**src/rtl/cnt_host_pkg.sv**
```systemverilog
package cnt_host_pkg;

    typedef enum logic [2:0] {
        SEL_ACTION = 3'b000,
        SEL_MODE   = 3'b001,
        SEL_IOCTL  = 3'b010,
        SEL_INDEX  = 3'b011
    } tgt_sel_e;

    typedef enum logic [1:0] {
        CLR_NONE  = 2'b00,
        CLR_COUNT = 2'b01,
        CLR_FLAGS = 2'b10,
        CLR_ERROR = 2'b11
    } clr_op_e;

    typedef enum logic [1:0] {
        XFR_NONE     = 2'b00,
        XFR_TO_COUNT = 2'b01,
        XFR_TO_LATCH = 2'b10,
        XFR_TO_PSC   = 2'b11
    } xfr_op_e;

    typedef struct packed {
        xfr_op_e xfr;
        clr_op_e clr;
        logic    ptr_rst;
    } action_t;

    typedef struct packed {
        logic [1:0] quad_mode;
        logic [1:0] count_mode;
    } mode_cfg_t;

    typedef struct packed {
        logic [1:0] irq_src;
        logic       index_load_n;
        logic       ab_en;
    } io_cfg_t;

    typedef struct packed {
        logic index_pos;
        logic index_sync;
    } idx_cfg_t;

    typedef struct packed {
        logic up;
        logic noise;
        logic carry;
        logic borrow;
    } flag_in_t;

    function automatic action_t decode_action(input logic [4:0] f);
        action_t a;
        a.ptr_rst = f[0];
        a.clr     = clr_op_e'(f[2:1]);
        a.xfr     = xfr_op_e'(f[4:3]);
        return a;
    endfunction

    function automatic logic [7:0] pack_flags(input flag_in_t f);
        return {2'b00, f.up, f.noise, 2'b00, f.carry, f.borrow};
    endfunction

endpackage

```
**src/rtl/cnt_byte_ptr.sv**
```systemverilog
module cnt_byte_ptr #(
    parameter int NUM_BYTES = 3,
    parameter int PTR_W     = $clog2(NUM_BYTES)
) (
    input  logic             clk,
    input  logic             rst,
    input  logic             advance,
    input  logic             clear,
    output logic [PTR_W-1:0] ptr
);
    localparam logic [PTR_W-1:0] LAST = PTR_W'(NUM_BYTES - 1);

    logic [PTR_W-1:0] ptr_q;

    always_ff @(posedge clk) begin
        if (rst || clear)
            ptr_q <= '0;
        else if (advance)
            ptr_q <= (ptr_q == LAST) ? '0 : ptr_q + 1'b1;
    end

    assign ptr = ptr_q;


    ptr_range_chk: assert property (@(posedge clk) disable iff (rst)
        ptr_q <= LAST);


    ptr_wrap_chk: assert property (@(posedge clk) disable iff (rst)
        (advance && !clear && ptr_q == LAST) |=> ptr_q == '0);

endmodule

```
**src/rtl/cnt_preset_latch.sv**
```systemverilog
module cnt_preset_latch #(
    parameter int BYTE_W    = 8,
    parameter int NUM_BYTES = 3,
    parameter int PTR_W     = $clog2(NUM_BYTES)
) (
    input  logic                        clk,
    input  logic                        rst,
    input  logic [PTR_W-1:0]            ptr,
    input  logic                        data_wr,
    input  logic [BYTE_W-1:0]           wdata,
    input  logic                        latch_xfer,
    input  logic [BYTE_W*NUM_BYTES-1:0] cnt_value,
    output logic [BYTE_W*NUM_BYTES-1:0] preset_q,
    output logic [BYTE_W-1:0]           rd_byte
);
    localparam int WORD_W = BYTE_W * NUM_BYTES;

    logic [WORD_W-1:0] latch_q;

    for (genvar k = 0; k < NUM_BYTES; k++) begin : g_lane
        logic [BYTE_W-1:0] lane_q;
        always_ff @(posedge clk) begin
            if (rst)
                lane_q <= '0;
            else if (data_wr && ptr == PTR_W'(k))
                lane_q <= wdata;
        end
        assign preset_q[k*BYTE_W +: BYTE_W] = lane_q;
    end

    always_ff @(posedge clk) begin
        if (rst)
            latch_q <= '0;
        else if (latch_xfer)
            latch_q <= cnt_value;
    end

    assign rd_byte = latch_q[BYTE_W*ptr +: BYTE_W];


    latch_hold_chk: assert property (@(posedge clk) disable iff (rst)
        !latch_xfer |=> $stable(latch_q));


    preset_hold_chk: assert property (@(posedge clk) disable iff (rst)
        !data_wr |=> $stable(preset_q));

endmodule

```
**src/rtl/cnt_cmd_decode.sv**
```systemverilog
module cnt_cmd_decode
    import cnt_host_pkg::*;
(
    input  logic      clk,
    input  logic      rst,
    input  logic      ctl_wr,
    input  logic [7:0] wdata,
    output mode_cfg_t mode_q,
    output io_cfg_t   io_q,
    output idx_cfg_t  idx_q,
    output logic      ptr_clr,
    output logic      latch_xfer,
    output logic      psc_load,
    output logic      load_preset,
    output logic      clear_count,
    output logic      clear_flags,
    output logic      clear_error
);
    tgt_sel_e sel;
    action_t  act;
    logic     act_wr;

    assign sel    = tgt_sel_e'(wdata[7:5]);
    assign act    = decode_action(wdata[4:0]);
    assign act_wr = ctl_wr && (sel == SEL_ACTION);

    assign ptr_clr    = act_wr && act.ptr_rst;
    assign latch_xfer = act_wr && (act.xfr == XFR_TO_LATCH);
    assign psc_load   = act_wr && (act.xfr == XFR_TO_PSC);

    always_ff @(posedge clk) begin
        if (rst) begin
            mode_q <= '0;
            io_q   <= '0;
            idx_q  <= '0;
        end else if (ctl_wr) begin
            case (sel)
                SEL_MODE:  mode_q <= mode_cfg_t'(wdata[4:1]);
                SEL_IOCTL: io_q   <= io_cfg_t'({wdata[4:3], wdata[1:0]});
                SEL_INDEX: idx_q  <= idx_cfg_t'(wdata[1:0]);
                default: ;
            endcase
        end
    end

    always_ff @(posedge clk) begin
        if (rst) begin
            load_preset <= 1'b0;
            clear_count <= 1'b0;
            clear_flags <= 1'b0;
            clear_error <= 1'b0;
        end else begin
            load_preset <= act_wr && (act.xfr == XFR_TO_COUNT);
            clear_count <= act_wr && (act.clr == CLR_COUNT);
            clear_flags <= act_wr && (act.clr == CLR_FLAGS);
            clear_error <= act_wr && (act.clr == CLR_ERROR);
        end
    end


    load_pulse_chk: assert property (@(posedge clk) disable iff (rst)
        load_preset |-> $past(ctl_wr && wdata[7:5] == 3'b000 && wdata[4:3] == 2'b01));


    ignore_sel_chk: assert property (@(posedge clk) disable iff (rst)
        (ctl_wr && wdata[7]) |=> ($stable({mode_q, io_q, idx_q}) &&
            !load_preset && !clear_count && !clear_flags && !clear_error));

endmodule

```
**src/rtl/cnt_host_regs.sv**
```systemverilog
module cnt_host_regs
    import cnt_host_pkg::*;
#(
    parameter int BYTE_W    = 8,
    parameter int NUM_BYTES = 3
) (
    input  logic                        clk,
    input  logic                        rst,
    input  logic                        bus_wr,
    input  logic                        bus_rd,
    input  logic                        bus_sel_ctl,
    input  logic [BYTE_W-1:0]           bus_wdata,
    output logic [BYTE_W-1:0]           bus_rdata,
    input  logic [BYTE_W*NUM_BYTES-1:0] cnt_value,
    input  logic                        flag_borrow,
    input  logic                        flag_carry,
    input  logic                        flag_noise,
    input  logic                        flag_up,
    output logic [BYTE_W*NUM_BYTES-1:0] preset_val,
    output logic                        load_preset,
    output logic                        clear_count,
    output logic                        clear_flags,
    output logic                        clear_error,
    output logic [1:0]                  count_mode,
    output logic [1:0]                  quad_mode,
    output logic                        ab_enable,
    output logic                        index_load_n,
    output logic [1:0]                  irq_src,
    output logic                        index_sync,
    output logic                        index_positive,
    output logic [BYTE_W-1:0]           prescaler
);
    localparam int PTR_W = $clog2(NUM_BYTES);

    logic [PTR_W-1:0]  ptr;
    logic              data_acc;
    logic              ptr_clr;
    logic              latch_xfer;
    logic              psc_load;
    logic [BYTE_W-1:0] rd_byte;
    logic [BYTE_W-1:0] psc_q;
    mode_cfg_t         mode_q;
    io_cfg_t           io_q;
    idx_cfg_t          idx_q;
    flag_in_t          flags;

    assign data_acc = (bus_wr || bus_rd) && !bus_sel_ctl;

    cnt_byte_ptr #(.NUM_BYTES(NUM_BYTES), .PTR_W(PTR_W)) ptr_i (
        .clk     (clk),
        .rst     (rst),
        .advance (data_acc),
        .clear   (ptr_clr),
        .ptr     (ptr)
    );

    cnt_preset_latch #(.BYTE_W(BYTE_W), .NUM_BYTES(NUM_BYTES), .PTR_W(PTR_W)) pl_i (
        .clk        (clk),
        .rst        (rst),
        .ptr        (ptr),
        .data_wr    (bus_wr && !bus_sel_ctl),
        .wdata      (bus_wdata),
        .latch_xfer (latch_xfer),
        .cnt_value  (cnt_value),
        .preset_q   (preset_val),
        .rd_byte    (rd_byte)
    );

    cnt_cmd_decode dec_i (
        .clk         (clk),
        .rst         (rst),
        .ctl_wr      (bus_wr && bus_sel_ctl),
        .wdata       (bus_wdata[7:0]),
        .mode_q      (mode_q),
        .io_q        (io_q),
        .idx_q       (idx_q),
        .ptr_clr     (ptr_clr),
        .latch_xfer  (latch_xfer),
        .psc_load    (psc_load),
        .load_preset (load_preset),
        .clear_count (clear_count),
        .clear_flags (clear_flags),
        .clear_error (clear_error)
    );

    always_ff @(posedge clk) begin
        if (rst)
            psc_q <= '0;
        else if (psc_load)
            psc_q <= preset_val[BYTE_W-1:0];
    end

    assign flags     = '{up: flag_up, noise: flag_noise, carry: flag_carry, borrow: flag_borrow};
    assign bus_rdata = bus_sel_ctl ? BYTE_W'(pack_flags(flags)) : rd_byte;

    assign count_mode     = mode_q.count_mode;
    assign quad_mode      = mode_q.quad_mode;
    assign ab_enable      = io_q.ab_en;
    assign index_load_n   = io_q.index_load_n;
    assign irq_src        = io_q.irq_src;
    assign index_sync     = idx_q.index_sync;
    assign index_positive = idx_q.index_pos;
    assign prescaler      = psc_q;


    psc_hold_chk: assert property (@(posedge clk) disable iff (rst)
        !psc_load |=> $stable(prescaler));

endmodule

```
**config.mk**
```make
export PLATFORM = sky130hd
export DESIGN_NAME = cnt_host_regs
export DESIGN_NICKNAME = d
export VERILOG_FILES = /design/src/rtl/cnt_host_pkg.sv /design/src/rtl/cnt_byte_ptr.sv /design/src/rtl/cnt_preset_latch.sv /design/src/rtl/cnt_cmd_decode.sv /design/src/rtl/cnt_host_regs.sv
export SDC_FILE = /design/constraint.sdc
export NUM_CORES = 1
export LEC_CHECK = 0
export ABC_AREA = 1
export BUFFER_PORTS_ARGS = -buffer_cell sky130_fd_sc_hd__buf_2
export CORE_ASPECT_RATIO = 1.25
export CORE_MARGIN = 4
export CORE_UTILIZATION = 40
export CTS_CLUSTER_DIAMETER = 30
export DETAILED_ROUTE_END_ITERATION = 8
export PLACE_DENSITY_LB_ADDON = 0.2
export SYNTH_ARGS = -nofsm -noshare
export SYNTH_HDL_FRONTEND = slang
export SYNTH_SLANG_ARGS = --single-unit
```
**constraint.sdc**
```tcl
create_clock -name clk -period 1.8 [get_ports clk]
set_input_delay 0.18 -clock clk [delete_from_list [all_inputs] [get_ports clk]]
set_output_delay 0.18 -clock clk [all_outputs]
set_load 0.05 [all_outputs]
```
[Word level (Yosys, flattened, before mapping)]
Index checks and enable logic that the tools add are counted.
Word-level totals
  bits of input ports: 41
  bits in registers: 72
  output and inout port bits: 54
  logic and storage cells: 54
Operators by class
  reductions and logical operators: 22
  equal/unequal tests: 11
  $add $sub $neg: 1
  multiplexer cells: 2
  shift-type cells: 1
Operators with widths (count)
  $shiftx A24 B6 Y8: 1
  $logic_and A1 B1 Y1: 14
  $eq A2 B2 Y1 const B: 5
  $mux W8: 1
  $eq A2 B1 Y1 const B: 3
  $eq A3 B2 Y1 const B: 2
  $reduce_and A2 Y1: 3
  $eq A3 B1 Y1 const B: 1
  $logic_not A3 Y1: 1
  $add A2 B1 Y2 const B: 1
  $logic_not A2 Y1: 1
  $logic_or A1 B1 Y1: 2
  $mux W2: 1
  $logic_not A1 Y1: 1

[Depth between registers and ports, before layout]
  depth in word-level cells: 4
  depth in mapped cells: 7
  mapped depth without buffers: 7

[By module]
Synthesis repeated with hierarchy kept, for this count alone.
Unflattened totals
  cell total of the unflattened synthesis: 476
  area, all modules: 3119.2 um^2
By module, submodules not included
  cnt_preset_latch: cells each 296, instances 1, area an instance 1976.9 um^2, sequential area each 960.9 um^2
  cnt_cmd_decode: cells each 89, instances 1, area an instance 605.6 um^2, sequential area each 280.3 um^2
  cnt_host_regs: cells each 78, instances 1, area an instance 451.7 um^2, sequential area each 160.2 um^2
  cnt_byte_ptr: cells each 13, instances 1, area an instance 85.1 um^2, sequential area each 40.0 um^2

[Worst setup path after synthesis]
No wires, ideal clock.
  path kind: register to output
  from: register ptr_i.ptr_q[0], in the netlist ptr_i.ptr[0]
  to: output bus_rdata[0]
  stages on the path, launching flop included: 5
  required time: 1.620 ns
  arrival time: 1.432 ns
  path slack: 0.188 ns
  cell sequence: dfxtp_1 nand2_1 o21ai_0 nor2_1 nor2_1
On the way
  cells in the longest elaborated chain, start to end: 2
RTL lines
  start, declared: RTL line cnt_byte_ptr.sv:13  | logic [PTR_W-1:0] ptr_q;
  start signal, assigned: RTL line cnt_byte_ptr.sv:19  | ptr_q <= (ptr_q == LAST) ? '0 : ptr_q + 1'b1;
  $shiftx A24 B6 Y8: RTL line cnt_preset_latch.sv:38  | assign rd_byte = latch_q[BYTE_W*ptr +: BYTE_W];
  $mux W8: RTL line cnt_host_regs.sv:94  | assign bus_rdata = bus_sel_ctl ? BYTE_W'(pack_flags(flags)) : rd_byte;
  end, declared: RTL line cnt_host_regs.sv:13  | output logic [BYTE_W-1:0] bus_rdata,
Every way passes these cells.

[Worst setup path in the final report]
  from: register ptr_i.ptr_q[1], in the netlist ptr_i.ptr[1]
  to: output bus_rdata[3]
Same word-level chain as after synthesis.

==> summary.txt <==
Clocking
  • H-tree depth: 3
  • TritonCTS Buffers: 9
  • Maximum clock insertion buffer count: 2
  • Root buf cell: clkbuf_8
  • CTS tree: built
  • CTS Sinks: 72
  • Clock slew at reported path FFs: 0.08 ns
  • Clk Latency, worst-skew pair: 0.34 ns

GRT
  • Global Route Usage Sum: 0.1762
  • Antenna violations before repair: 0
  • Global-route wire length before repair: 14.49 mm
  • Grt ovf: 0
  • Number of global-route vias before repair: 3,118
  • Pin count of the biggest net entering global routing: 42

Place
  • Cells after DPL: 692
  • Place WS: 0.2017 ns
  • Dpl hpwl: 6.208 mm
  • Placer congestion estimate: 0.8084
  • Port Buffers: 94

STA
  • Clk_skew: 0.008872 ns
  • Achievable Freq: 589.6 MHz
  • Fin crit period: 1.696 ns
  • PnR worst setup slack: 0.1039 ns
  • Unrepaired setup endpoints after global routing: true
  • Fin Setup TNS: 0 ns
  • Worst-margin pin slew: 0.4336 ns
  • Setup Viol. Count Final: 0
  • Final Hold Fails: 0
  • Period utilisation layout: 0.9423
  • Final slew viol count: 0
  • Slew HR: 0.7105

Worst setup path
  • Critical path class: reg -> out
  • Crit-path cells: inv_2 > nor2_1 > nand2_1 > o211ai_1 > nand2_1 > inv_1 > clkbuf_4
  • Worst path arrival time: 1.52 ns
  • Most used cell, CP: nand2_1
  • Crit path launch type: flop
  • Worst-path maximum fanout: 5
  • Worst EP required: 1.62 ns
  • CP max stage delay: 0.40 ns
  • Critical Path Sink Type: output pin
  • CP bufs+invs: 3
  • Crit path max-delay cell type: dfxtp_4
  • Crit-path leading delay family: flip-flops

Yosys
  • Register area share after synthesis: 0.4283
  • Largest family of logic cells by synthesized area: simple AND/OR/NAND/NOR gates
  • Synth cell types: 25
  • Synth top area cells: dfxtp_1 43%, nor2_1 12%, inv_1 11%, nand2_1 10%, nand4_1 5.9%
  • Share of the synthesized area in the top cell type: 0.4283
  • Synth Area in XOR/XNOR: 0
  • Post-Syn Area: 3366 sq um
  • Simple-gate portion of the synthesized area: 0.3342
  • Cell accounting for the most synthesized area: dfxtp_1
  • Avg Inst Size Synth: 6.535 sq um
  • Mux cell area share after synthesis: 0
  • Ys Warns: 0
  • Compound-gate portion of the synthesized area: 0.07658
  • Synth Instances: 515
  • Yosys reg bits: 72
  • Net Count, Synth: 556
  • Adder-cell share of the synthesized area: 0

Floorplan
  • Initial cell density of the core: 0.4084
  • Io pins: 95
  • Site row count: 37
  • DIE WIDTH: 90.05 microns
  • Die height: 110.6 microns
  • Die area: 9955 sq um
  • Core Area: 8240 sq um

Job
  • Max-cap violations: 0

Layout
  • Share of post-route cells with drive strength above 1: 0.2271
  • Ant diodes: 0
  • Final net count: 649
  • Post-layout util: 0.5021
  • Layout area overhead: 22.94%
  • Post-route insts no fill: 709

Route
  • DRT antenna net count: 0
  • Via count: 3,246
  • Via density per instance: 4.578
  • Initial drt markers: 123
  • DRT Pass-1 Iters: 4
  • Wire length per cell: 12.09 microns
  • WL final: 8.573 mm
  • DRC viols: 0

Worst hold path
  • Min-Delay Path Class: in -> reg

Power and ir drop
  • Peak VDD IR: 0.0004955 V
  • Leak Pwr: 2.110 nW
  • PD cells: 815.3 nW/um^2

Run status
  • Status: complete, no violations
[kinds of logic (layout without fill, tap and decap cells)]
logic type	Yosys count	count (layout)
buffers and inverters	135	231
DFF	72	72
and+or+nand+nor	257	258
AOI/OAI and AO/OA	51	51
[registers in the layout, indices dropped and copies added, names as in the netlist]
signal              flops
dec_i.clear_count       1
dec_i.clear_error       1
dec_i.clear_flags       1
dec_i.idx_q             2
dec_i.io_q              4
dec_i.load_preset       1
dec_i.mode_q            4
pl_i.g_lane.lane_q     24
pl_i.latch_q           24
prescaler               8
ptr_i.ptr               2
[final timing paths]
check | start | end | slack (ns) | cells past startpoint
setup / recovery | ptr_i.ptr[1] | bus_rdata[3] | 0.10 | 7
hold / removal | rst | dec_i.mode_q[1] | 0.07 | 2
setup reg to reg | ptr_i.ptr[0] | pl_i.g_lane[0].lane_q[6] | 0.42 | 6
hold reg to reg | dec_i.mode_q[0] | dec_i.mode_q[0] | 0.46 | 2
[synth_stat cells]
cell type / count
buf_1: 2
buf_2: 9
nand3_4: 2
buf_4: 2
nor2_2: 1
nor3_1: 2
buf_6: 2
nand2_2: 1
clkinv_2: 1
o21ai_1: 16
dfxtp_1: 72
nor2_8: 1
nand4_1: 32
clkbuf_1: 5
a21oi_1: 6
o21ai_0: 28
nand3_1: 9
or2_1: 1
nor2_1: 112
inv_2: 12
clkinv_1: 1
o211ai_1: 1
inv_1: 101
nor2_4: 2
nand2_1: 94
[area by class of cell]
cell class,instances,area [sq um]
Multi-Input combinational cell,309,1399
Inverter,115,432.9
Timing Repair Buffer,101,548.0
Sequential cell,72,1449
Tap cell,97,121.4
Fill cell,863,4103
Clock inverter,3,42.54
Clock buffer,12,145.1
[power breakdown]
part,internal (W),leakage [nW],switching (W)
combinational,0.000138,1.43,0.000343
clock,0.000669,0.0925,0.000569
sequential,0.00163,0.584,0.0000271
[per-layer routing]
layer / vias to the layer above / track usage / wire length [microns]
met4: 0 / 0.05516 / 87
met5: - / 0 / 0
met1: 1410 / 0.2207 / 3873
li1: 1737 / - / -
met2: 92 / 0.2896 / 3992
met3: 7 / 0.05381 / 619
[what timing repair did]
item | CTS | global route
pin swaps | 0 | 2
setup endpoints to repair | 8 | 8
setup buffers | 0 | 1
resized for setup | 4 | 9
cloned | 0 | 1
hold buffers | 0 | 0
[through the flow]
| step | power [W] | hold slack [ns] | cell area, sq um |
|---|---|---|---|
| 2_1_floorplan | 0.002007 | 0.2491 | 3366 |
| 3_3_place_gp | 0.002155 | 0.4288 | 3906 |
| 3_5_place_dp | 0.002162 | 0.4375 | 3906 |
| 4_1_cts | 0.003399 | 0.06193 | 4101 |
| 5_1_grt | 0.003527 | 0.07666 | 4138 |
| 6_report | 0.003373 | 0.07267 | 4138 |
[placed cells by master, fill, tap and decap left out, types with 3 or more instances in the layout]
master and count:
a21oi_1 6, dfxtp_1 70, buf_4 8, nor2_1 112
clkbuf_4 3, nand2_1 92, o21ai_0 27, nand3_1 9
inv_2 12, nand4_1 32, o21ai_1 17, buf_2 89
inv_1 101, clkbuf_8 10
[worst register-to-register path: cells and delay by family, from the launching register on]
family | cells | cell delay (ns)
buf+inv | 2 | 0.36
simple gates | 4 | 0.58
flops | 1 | 0.38
Note: power is estimated with default switching activity, not from simulation.
